[src/rtl/ecc_stat_pkg.sv]
package ecc_stat_pkg;
    localparam int NUM_SRC  = 3;
    localparam int CNT_W    = 16;
    localparam int ADDR_W   = 8;
    localparam int DATA_W   = 32;
    localparam int NUM_FLAG = 2 * NUM_SRC;
    localparam int FLAG_LSB = 18;

    localparam logic [ADDR_W-1:0] ADR_CFG    = 8'hC8;
    localparam logic [ADDR_W-1:0] ADR_CNT0   = 8'hCC;
    localparam logic [ADDR_W-1:0] ADR_STATUS = 8'h1C;
    localparam logic [ADDR_W-1:0] ADR_ENABLE = 8'h20;
    localparam logic [ADDR_W-1:0] ADR_ACK    = 8'h24;

    typedef enum logic [1:0] {
        SRC_TX_HIPRI = 2'd0,
        SRC_TX_NORM  = 2'd1,
        SRC_RX       = 2'd2
    } ecc_src_e;

    typedef struct packed {
        logic              we;
        logic [ADDR_W-1:0] addr;
        logic [DATA_W-1:0] wdata;
    } reg_req_t;

    function automatic logic [ADDR_W-1:0] cnt_addr(input int src);
        return ADR_CNT0 + ADDR_W'(4 * src);
    endfunction
endpackage

[src/rtl/ecc_sat_counter.sv]
module ecc_sat_counter #(
    parameter int W = ecc_stat_pkg::CNT_W
) (
    input  logic         clk,
    input  logic         rst,
    input  logic         clr,
    input  logic         inc,
    output logic [W-1:0] cnt
);
    localparam logic [W-1:0] TOP = {W{1'b1}};

    always_ff @(posedge clk) begin
        if (rst || clr) begin
            cnt <= '0;
        end else if (inc && (cnt != TOP)) begin
            cnt <= cnt + W'(1);
        end
    end

    a_r2_no_wrap: assert property (@(posedge clk) disable iff (rst)
        (cnt == TOP && !clr) |=> (cnt == TOP));
    a_r4_clear_wins: assert property (@(posedge clk) disable iff (rst)
        clr |=> (cnt == '0));
    a_r1_step: assert property (@(posedge clk) disable iff (rst)
        (!clr && inc && cnt != TOP) |=> (cnt == $past(cnt) + W'(1)));
endmodule

[src/rtl/ecc_src_counters.sv]
module ecc_src_counters #(
    parameter int W = ecc_stat_pkg::CNT_W
) (
    input  logic           clk,
    input  logic           rst,
    input  logic           clr,
    input  logic           sgl,
    input  logic           dbl,
    output logic [2*W-1:0] word
);
    logic [W-1:0] sgl_cnt;
    logic [W-1:0] dbl_cnt;

    ecc_sat_counter #(.W(W)) u_sgl (
        .clk(clk), .rst(rst), .clr(clr), .inc(sgl), .cnt(sgl_cnt)
    );
    ecc_sat_counter #(.W(W)) u_dbl (
        .clk(clk), .rst(rst), .clr(clr), .inc(dbl), .cnt(dbl_cnt)
    );

    assign word = {dbl_cnt, sgl_cnt};
endmodule

[src/rtl/ecc_flag_ctrl.sv]
module ecc_flag_ctrl #(
    parameter int N = ecc_stat_pkg::NUM_FLAG
) (
    input  logic         clk,
    input  logic         rst,
    input  logic [N-1:0] set,
    input  logic [N-1:0] ack,
    input  logic         en_we,
    input  logic [N-1:0] en_d,
    output logic [N-1:0] status,
    output logic [N-1:0] enable,
    output logic         irq
);
    always_ff @(posedge clk) begin
        if (rst) begin
            status <= '0;
            enable <= '0;
        end else begin
            status <= (status & ~ack) | set;
            if (en_we) begin
                enable <= en_d;
            end
        end
    end

    assign irq = |(status & enable);

    a_r6_set_wins: assert property (@(posedge clk) disable iff (rst)
        (|set) |=> ((status & $past(set)) == $past(set)));
    a_r6_ack_clears: assert property (@(posedge clk) disable iff (rst)
        (|(ack & ~set)) |=> ((status & $past(ack & ~set)) == '0));
    a_r5_sticky: assert property (@(posedge clk) disable iff (rst)
        (ack == '0) |=> ((status & $past(status)) == $past(status)));
    a_r8_reset_clean: assert property (@(posedge clk)
        rst |=> (status == '0 && enable == '0 && !irq));
endmodule

[src/rtl/fifo_ecc_stats.sv]
module fifo_ecc_stats
    import ecc_stat_pkg::*;
#(
    parameter int N_SRC = ecc_stat_pkg::NUM_SRC,
    parameter int CW    = ecc_stat_pkg::CNT_W
) (
    input  logic              clk,
    input  logic              rst,
    input  logic [N_SRC-1:0]  err_sgl,
    input  logic [N_SRC-1:0]  err_dbl,
    input  logic              reg_we,
    input  logic [ADDR_W-1:0] reg_addr,
    input  logic [DATA_W-1:0] reg_wdata,
    output logic [DATA_W-1:0] reg_rdata,
    output logic              irq
);
    localparam int NF = 2 * N_SRC;
    localparam int HALF = DATA_W / 2;

    reg_req_t          req;
    logic [N_SRC-1:0]  cnt_clr;
    logic [2*CW-1:0]   words [N_SRC];
    logic [NF-1:0]     flag_set;
    logic [NF-1:0]     flag_ack;
    logic [NF-1:0]     flag_status;
    logic [NF-1:0]     flag_enable;
    logic              en_we;

    assign req = '{we: reg_we, addr: reg_addr, wdata: reg_wdata};

    for (genvar i = 0; i < N_SRC; i++) begin : g_src
        assign cnt_clr[i]      = req.we && (req.addr == ADR_CFG) && req.wdata[i];
        assign flag_set[2*i]   = err_sgl[i];
        assign flag_set[2*i+1] = err_dbl[i];

        ecc_src_counters #(.W(CW)) u_cnt (
            .clk  (clk),
            .rst  (rst),
            .clr  (cnt_clr[i]),
            .sgl  (err_sgl[i]),
            .dbl  (err_dbl[i]),
            .word (words[i])
        );
    end

    assign flag_ack = (req.we && req.addr == ADR_ACK) ? req.wdata[FLAG_LSB +: NF] : '0;
    assign en_we    = req.we && (req.addr == ADR_ENABLE);

    ecc_flag_ctrl #(.N(NF)) u_flags (
        .clk    (clk),
        .rst    (rst),
        .set    (flag_set),
        .ack    (flag_ack),
        .en_we  (en_we),
        .en_d   (req.wdata[FLAG_LSB +: NF]),
        .status (flag_status),
        .enable (flag_enable),
        .irq    (irq)
    );

    always_comb begin
        reg_rdata = '0;
        if (req.addr == ADR_STATUS) begin
            reg_rdata[FLAG_LSB +: NF] = flag_status;
        end else if (req.addr == ADR_ENABLE) begin
            reg_rdata[FLAG_LSB +: NF] = flag_enable;
        end else begin
            for (int i = 0; i < N_SRC; i++) begin
                if (req.addr == cnt_addr(i)) begin
                    reg_rdata = {HALF'(words[i][2*CW-1:CW]), HALF'(words[i][CW-1:0])};
                end
            end
        end
    end

    a_r7_irq_needs_flag: assert property (@(posedge clk) disable iff (rst)
        irq |-> (flag_status != '0 && flag_enable != '0));
    a_r3_cfg_reads_zero: assert property (@(posedge clk) disable iff (rst)
        (req.addr == ADR_CFG) |-> (reg_rdata == '0));
endmodule

[config.mk]
export PLATFORM = sky130hd
export DESIGN_NAME = fifo_ecc_stats
export DESIGN_NICKNAME = d
export VERILOG_FILES = /design/src/rtl/ecc_stat_pkg.sv /design/src/rtl/ecc_sat_counter.sv /design/src/rtl/ecc_src_counters.sv /design/src/rtl/ecc_flag_ctrl.sv /design/src/rtl/fifo_ecc_stats.sv
export SDC_FILE = /design/constraint.sdc
export NUM_CORES = 1
export LEC_CHECK = 0
export ABC_AREA = 1
export BUFFER_PORTS_ARGS = -buffer_cell sky130_fd_sc_hd__buf_2
export CAP_MARGIN = 10
export CELL_PAD_IN_SITES_DETAIL_PLACEMENT = 0
export CELL_PAD_IN_SITES_GLOBAL_PLACEMENT = 1
export CORE_ASPECT_RATIO = 0.9
export CORE_UTILIZATION = 26
export DETAILED_ROUTE_END_ITERATION = 6
export GPL_ROUTABILITY_DRIVEN = 0
export HOLD_SLACK_MARGIN = 0.1
export PLACE_DENSITY = 0.64
export SYNTH_ARGS = -nofsm -noshare
export SYNTH_HDL_FRONTEND = slang
export SYNTH_SLANG_ARGS = --single-unit
[constraint.sdc]
create_clock -name clk -period 1.9 [get_ports clk]
set_input_delay 0.285 -clock clk [delete_from_list [all_inputs] [get_ports clk]]
set_output_delay 0.285 -clock clk [all_outputs]
set_load 0.01 [all_outputs]
# Yosys cells after proc, flatten, opt, wreduce, memory -nomap -nowiden
# Cells that the tools add are included.
# totals
register_bits,108
inputBits,49
out_inout_bits,33
# classes
addsub,6
n_eq_ne,13
n_mux,10
bitwise_logic,4
reduce_logical,16
# ops
op,count
16-bit by 1-bit adder with 16-bit output (second input constant),6
32-bit 2-to-1 mux,3
16-bit != test (second input constant),6
18-bit 2-to-1 mux,2
8-bit == test (second input constant),4
6-bit 2-to-1 mux,3
8-bit by 6-bit == test with 1-bit output (second input constant),2
8-bit 2-to-1 mux,2
6-bit bitwise AND,2
1-bit logical AND,12
8-bit by 5-bit == test with 1-bit output (second input constant),1
6-bit NOT,1
6-bit bitwise OR,1
6-bit OR reduction,1
1-bit logical OR,3

# Logic depth before layout (Yosys ltp)
# depth
depth_word,6
mapped_depth,10

# By module
# From an unflattened synthesis, not the netlist that was laid out.
# unflattened
cells_unflattened,1203
area_unflattened_um2,7337.0
# modules_own_cells
mod,n_inst,cells_per_inst,area_each_um2
ecc_sat_counter,6,149,950.9
fifo_ecc_stats,1,247,1187.4
ecc_flag_ctrl,1,62,444.2

# Worst setup path after synthesis
# Ideal clock, no wire load.
# synth_path
path_type,reg-to-reg
startpoint,register g_src[0].u_cnt.u_dbl.cnt[0]
endpoint,register g_src[0].u_cnt.u_dbl.cnt[11]
setup_ns,0.120
arrival_ns,1.457
required_time_ns,1.780
slack_ns,0.324
path_stages_with_launch,10
n_path_buf,1
path_cell_list,dfxtp_1 ha_1 nand2_1 nor2_2 nand2_2 nor2_1 nor2_4 buf_2 nand2_1 a21oi_1
# synth_via
elab_chain_cells,2
# synth_rtl
item,line_no,source
start: declaration,ecc_sat_counter.sv:8,output logic [W-1:0] cnt
start signal: assignment,ecc_sat_counter.sv:16,cnt <= cnt + W'(1);
branches (longest 2 deep; another with 16-bit by 1-bit adder with 16-bit output),--,
# Parallel ways; which one is timed is not known.
# A chain may end at the register's enable or synchronous reset.

# Worst setup path in the final report
# layout_path
startpoint,input port reg_addr[0]
endpoint,output port reg_rdata[13]
# layout_via
elab_chain_cells,6
# layout_rtl
item,line_no,source
start: declaration,fifo_ecc_stats.sv:12,"input logic [ADDR_W-1:0] reg_addr,"
8-bit == test,fifo_ecc_stats.sv:69,if (req.addr == cnt_addr(i)) begin
32-bit 2-to-1 mux (3 in a row),fifo_ecc_stats.sv:69,
18-bit 2-to-1 mux,fifo_ecc_stats.sv:65,end else if (req.addr == ADR_ENABLE) begin
18-bit 2-to-1 mux (*),fifo_ecc_stats.sv:63,if (req.addr == ADR_STATUS) begin
end: declaration,fifo_ecc_stats.sv:14,"output logic [DATA_W-1:0] reg_rdata,"
# Every way passes the cells marked *; elsewhere a longest branch is shown, timed or not.

==> impl_metrics.py <==
metrics = {
    "final_layout": {
        "n_fill_cell": 2946,
        "antenna_cells": 0,
        "seqCellArea_sq_um": 2160,
        "nNetsFinal": 1303,
        "multi_input_area_sq_um": 4380,
        "area_growth_pct": 20.2,
        "drive_above_1_share_pct": 15.7,
    },
    "timing": {
        "fin_crit_sh_pct": 96.4,
        "hold_viol_final": 0,
        "finalSetupViolations": 0,
        "tightest_slew_ps": 486,
        "finalMaxSlewViolations": 0,
        "slew_headroom_pct": 67.5,
        "fin_ws_ps": 68.1,
        "timing.fmax_ghz": 0.546,
        "holdWs_ps": 188,
        "skew_ps": 9.59,
        "min_period_ps": 1830,
    },
    "global_route": {
        "grt_usage_pct": 17.4,
        "grt_max_degree": 29,
        "grt_first_pass_wirelength_microns": 37900,
        "antenna_found_initial": 0,
        "grt_pass1_vias": 6947,
        "overflow": 0,
    },
    "floorplanning": {
        "start_util_pct": 26.8,
        "die_h_microns": 159,
        "die_w_microns": 176,
        "die_area_sq_um": 27900,
        "num_rows": 56,
        "io_pins": 82,
        "core_sq_um": 26400,
    },
    "cts": {
        "clk_latency_ps": 360,
        "clock-root-buffer": "clkbuf_16",
        "cts.sinks": 108,
        "clock_path_buffers": 2,
        "cts_buffers": 9,
        "postCtsHoldBufs": 0,
        "htreeDepth": 3,
        "cts_tree": "yes",
        "path_clk_slew_ps": 80,
    },
    "worst_setup_path": {
        "crit_path_end_kind": "output port",
        "start_kind": "input port",
        "crit_family": "simple AND/OR/NAND/NOR gates",
        "startpoint": "reg_addr[0]",
        "slowest_stage": "o21ai_0",
        "critPathArrivalTime_ps": 1550,
        "crit_top_cell": "buf_2",
        "path_max_fanout": 6,
        "cp_num_buf_inv": 4,
        "crit_required_ps": 1620,
        "max_stage_delay_ps": 220,
        "path_cells": "buf_2 -> inv_1 -> nand2_2 -> nor2_2 -> nand2_4 -> buf_4 -> o21ai_0 -> a21oi_1 -> nor2_1 -> buf_2",
        "worst-setup-path-type": "in2out",
        "reg2reg_from": "g_src[1].u_cnt.u_dbl.cnt[0]$_SDFFE_PP0P_",
    },
    "logic_synthesis": {
        "synth_area_per_cell_sq_um": 6.17,
        "synth.distinct_cells": 33,
        "ys_ff_latch": 108,
        "synthCells": 1148,
        "synth_warnings": 0,
        "synth_nets": 1203,
        "netlist_area_sq_um": 7080,
        "seq_area_frac_synth_pct": 30.5,
    },
    "power": {
        "intPower_mw": 3.60,
        "irDropWorstVdd_uv": 383,
        "pwr-share-seq_pct": 47.9,
        "power-per-cell-area_nw_per_um2": 570,
        "combPwrFrac_pct": 8.0,
        "p_sw_mw": 1.25,
        "swShare_pct": 25.8,
        "pwr-share-clk_pct": 44.1,
        "leakage_nw": 3.23,
    },
    "placement": {
        "dp_hpwl_microns": 18500,
        "dp_slack_ps": 3.83,
        "io_buffer_count": 58,
    },
    "drt": {
        "drt_iter0_drc": 439,
        "antenna_left": 0,
        "routed_wl_microns": 23700,
        "drt_pre_antenna_iters": 5,
        "wl_per_cell_microns": 14.8,
        "vias_per_cell": 4.68,
        "drcViolationCount": 0,
        "vias": 7493,
    },
    "worst_hold_path": {
        "hp-class": "in2reg",
        "worstHoldStart": "reg_wdata[23]",
    },
    "run_status": {
        "status": "completed",
    },
    "job": {
        "max-cap-violations": 0,
    },
}
-- cell families (layout without fill, tap and decap cells) --
| kind of cell | after synthesis | count (layout) | synth area share (%) |
|---|---|---|---|
| xor+xnor | 42 | 42 | 5.20 |
| flops | 108 | 108 | 30.5 |
| simple gates | 687 | 687 | 40.6 |
| compound gates | 173 | 173 | 13.9 |
| fa+ha+maj | 6 | 6 | 1.06 |
| buf+inv | 132 | 237 | 8.66 |
-- worst reg2reg max path, delay by kind of cell (launching register included) --
family / cells / cell delay, ps
simple gates: 5 / 530
flops: 1 / 380
fa+ha+maj: 1 / 270
compound gates: 1 / 250
buf+inv: 1 / 190
-- power by group through the flow --
stage	logic (mW)	clock network [mW]	registers, mW
2_1_floorplan	0.210	0	2.38
3_3_place_gp	0.378	0	2.38
3_5_place_dp	0.379	0	2.38
4_1_cts	0.380	2.20	2.32
5_1_grt	0.425	2.29	2.33
6_report	0.386	2.14	2.32
-- cell type report --
cell class / instances / share of cell area [%]
Inverter: 100 / 4.50
Clock buffer: 9 / 2.65
Multi-Input combinational cell: 908 / 51.4
Timing Repair Buffer: 121 / 9.72
Tap cell: 348 / 5.12
Sequential cell: 108 / 25.4
Clock inverter: 7 / 1.18
-- Yosys cell counts (all sizes together) --
| cell | count | area, sq um |
|---|---|---|
| clkbuf | 4 | 16.3 |
| a21oi | 105 | 548 |
| o22ai | 1 | 6.26 |
| xnor2 | 5 | 43.8 |
| nand3b | 1 | 7.51 |
| a221oi | 1 | 8.76 |
| inv | 100 | 380 |
| nand4 | 33 | 206 |
| ha | 6 | 75.1 |
| o21ai | 54 | 319 |
| buf | 28 | 216 |
| nand3 | 79 | 405 |
| nand2 | 407 | 1550 |
| nor3 | 9 | 55.1 |
| xor2 | 37 | 324 |
| o221ai | 12 | 105 |
| dfxtp | 108 | 2160 |
| nor4 | 1 | 6.26 |
| nor2 | 157 | 639 |
-- timing repair --
action | 4_1_cts | 5_1_grt
setup endpoints to repair | 0 | 52
setup buffers | 0 | 1
resized for setup | 0 | 30
-- per-layer routing --
layer | part of all wire, % | vias to the layer above | track usage (%)
li1 | - | 3912 | -
met1 | 52 | 3443 | 25.2
met2 | 43 | 124 | 27.1
met3 | 3.8 | 14 | 2.24
met4 | 1.2 | 0 | 3.98
met5 | 0 | - | 0
-- path summary, 6_finish.rpt --
kind | to | slack (ps) | cells after the start
worst min-delay path | u_flags.enable[5]$_SDFFE_PP0P_ | 190 | 3
worst min register to register | g_src[2].u_cnt.u_dbl.cnt[15]$_SDFFE_PP0P_ | 490 | 2
worst max register to register | g_src[1].u_cnt.u_dbl.cnt[0]$_SDFFE_PP0P_ | 190 | 8
worst max-delay path | reg_rdata[13] | 70 | 10
-- sequential cells by signal, indices dropped and copies added (netlist names) --
register / cells
u_flags.status: 6
g_src.u_cnt.u_dbl.cnt: 48
g_src.u_cnt.u_sgl.cnt: 48
u_flags.enable: 6
-- cell usage in the layout, fill, tap and decap left out, types with 2 or more instances in the layout --
cell type / n
nand2_1: 393
clkbuf_16: 9
inv_2: 7
nor2_2: 9
nand3_1: 76
nor3_1: 7
ha_1: 6
o21ai_2: 3
inv_6: 2
o21ai_0: 42
o221ai_2: 4
nand4_1: 33
nor2_4: 6
clkinvlp_4: 3
nor3_2: 2
nand2_2: 12
o21ai_4: 4
o21ai_1: 5
inv_1: 91
nor2_1: 142
a21oi_2: 6
o221ai_1: 8
buf_2: 57
buf_12: 4
xor2_1: 37
dfxtp_1: 108
buf_4: 58
bufinv_16: 2
nand3_2: 3
nand2_4: 2
a21oi_1: 99
xnor2_1: 5
-- per-stage QoR --
step | utilization [%] | cells | setup TNS (ps) | area, sq um | power, mW
after floorplan | - | 1148 | 0 | 7080 | 2.59
after global routing | 32.2 | 1601 | -48.9 | 8510 | 5.04
final | 32.2 | 1601 | 0 | 8510 | 4.85
after detailed placement | 30.6 | 1584 | 0 | 8090 | 2.75
after CTS | 31.8 | 1600 | 0 | 8410 | 4.90
after global placement | 30.6 | 1584 | 0 | 8090 | 2.75
No activity file was read; power rests on OpenSTA's default activity.
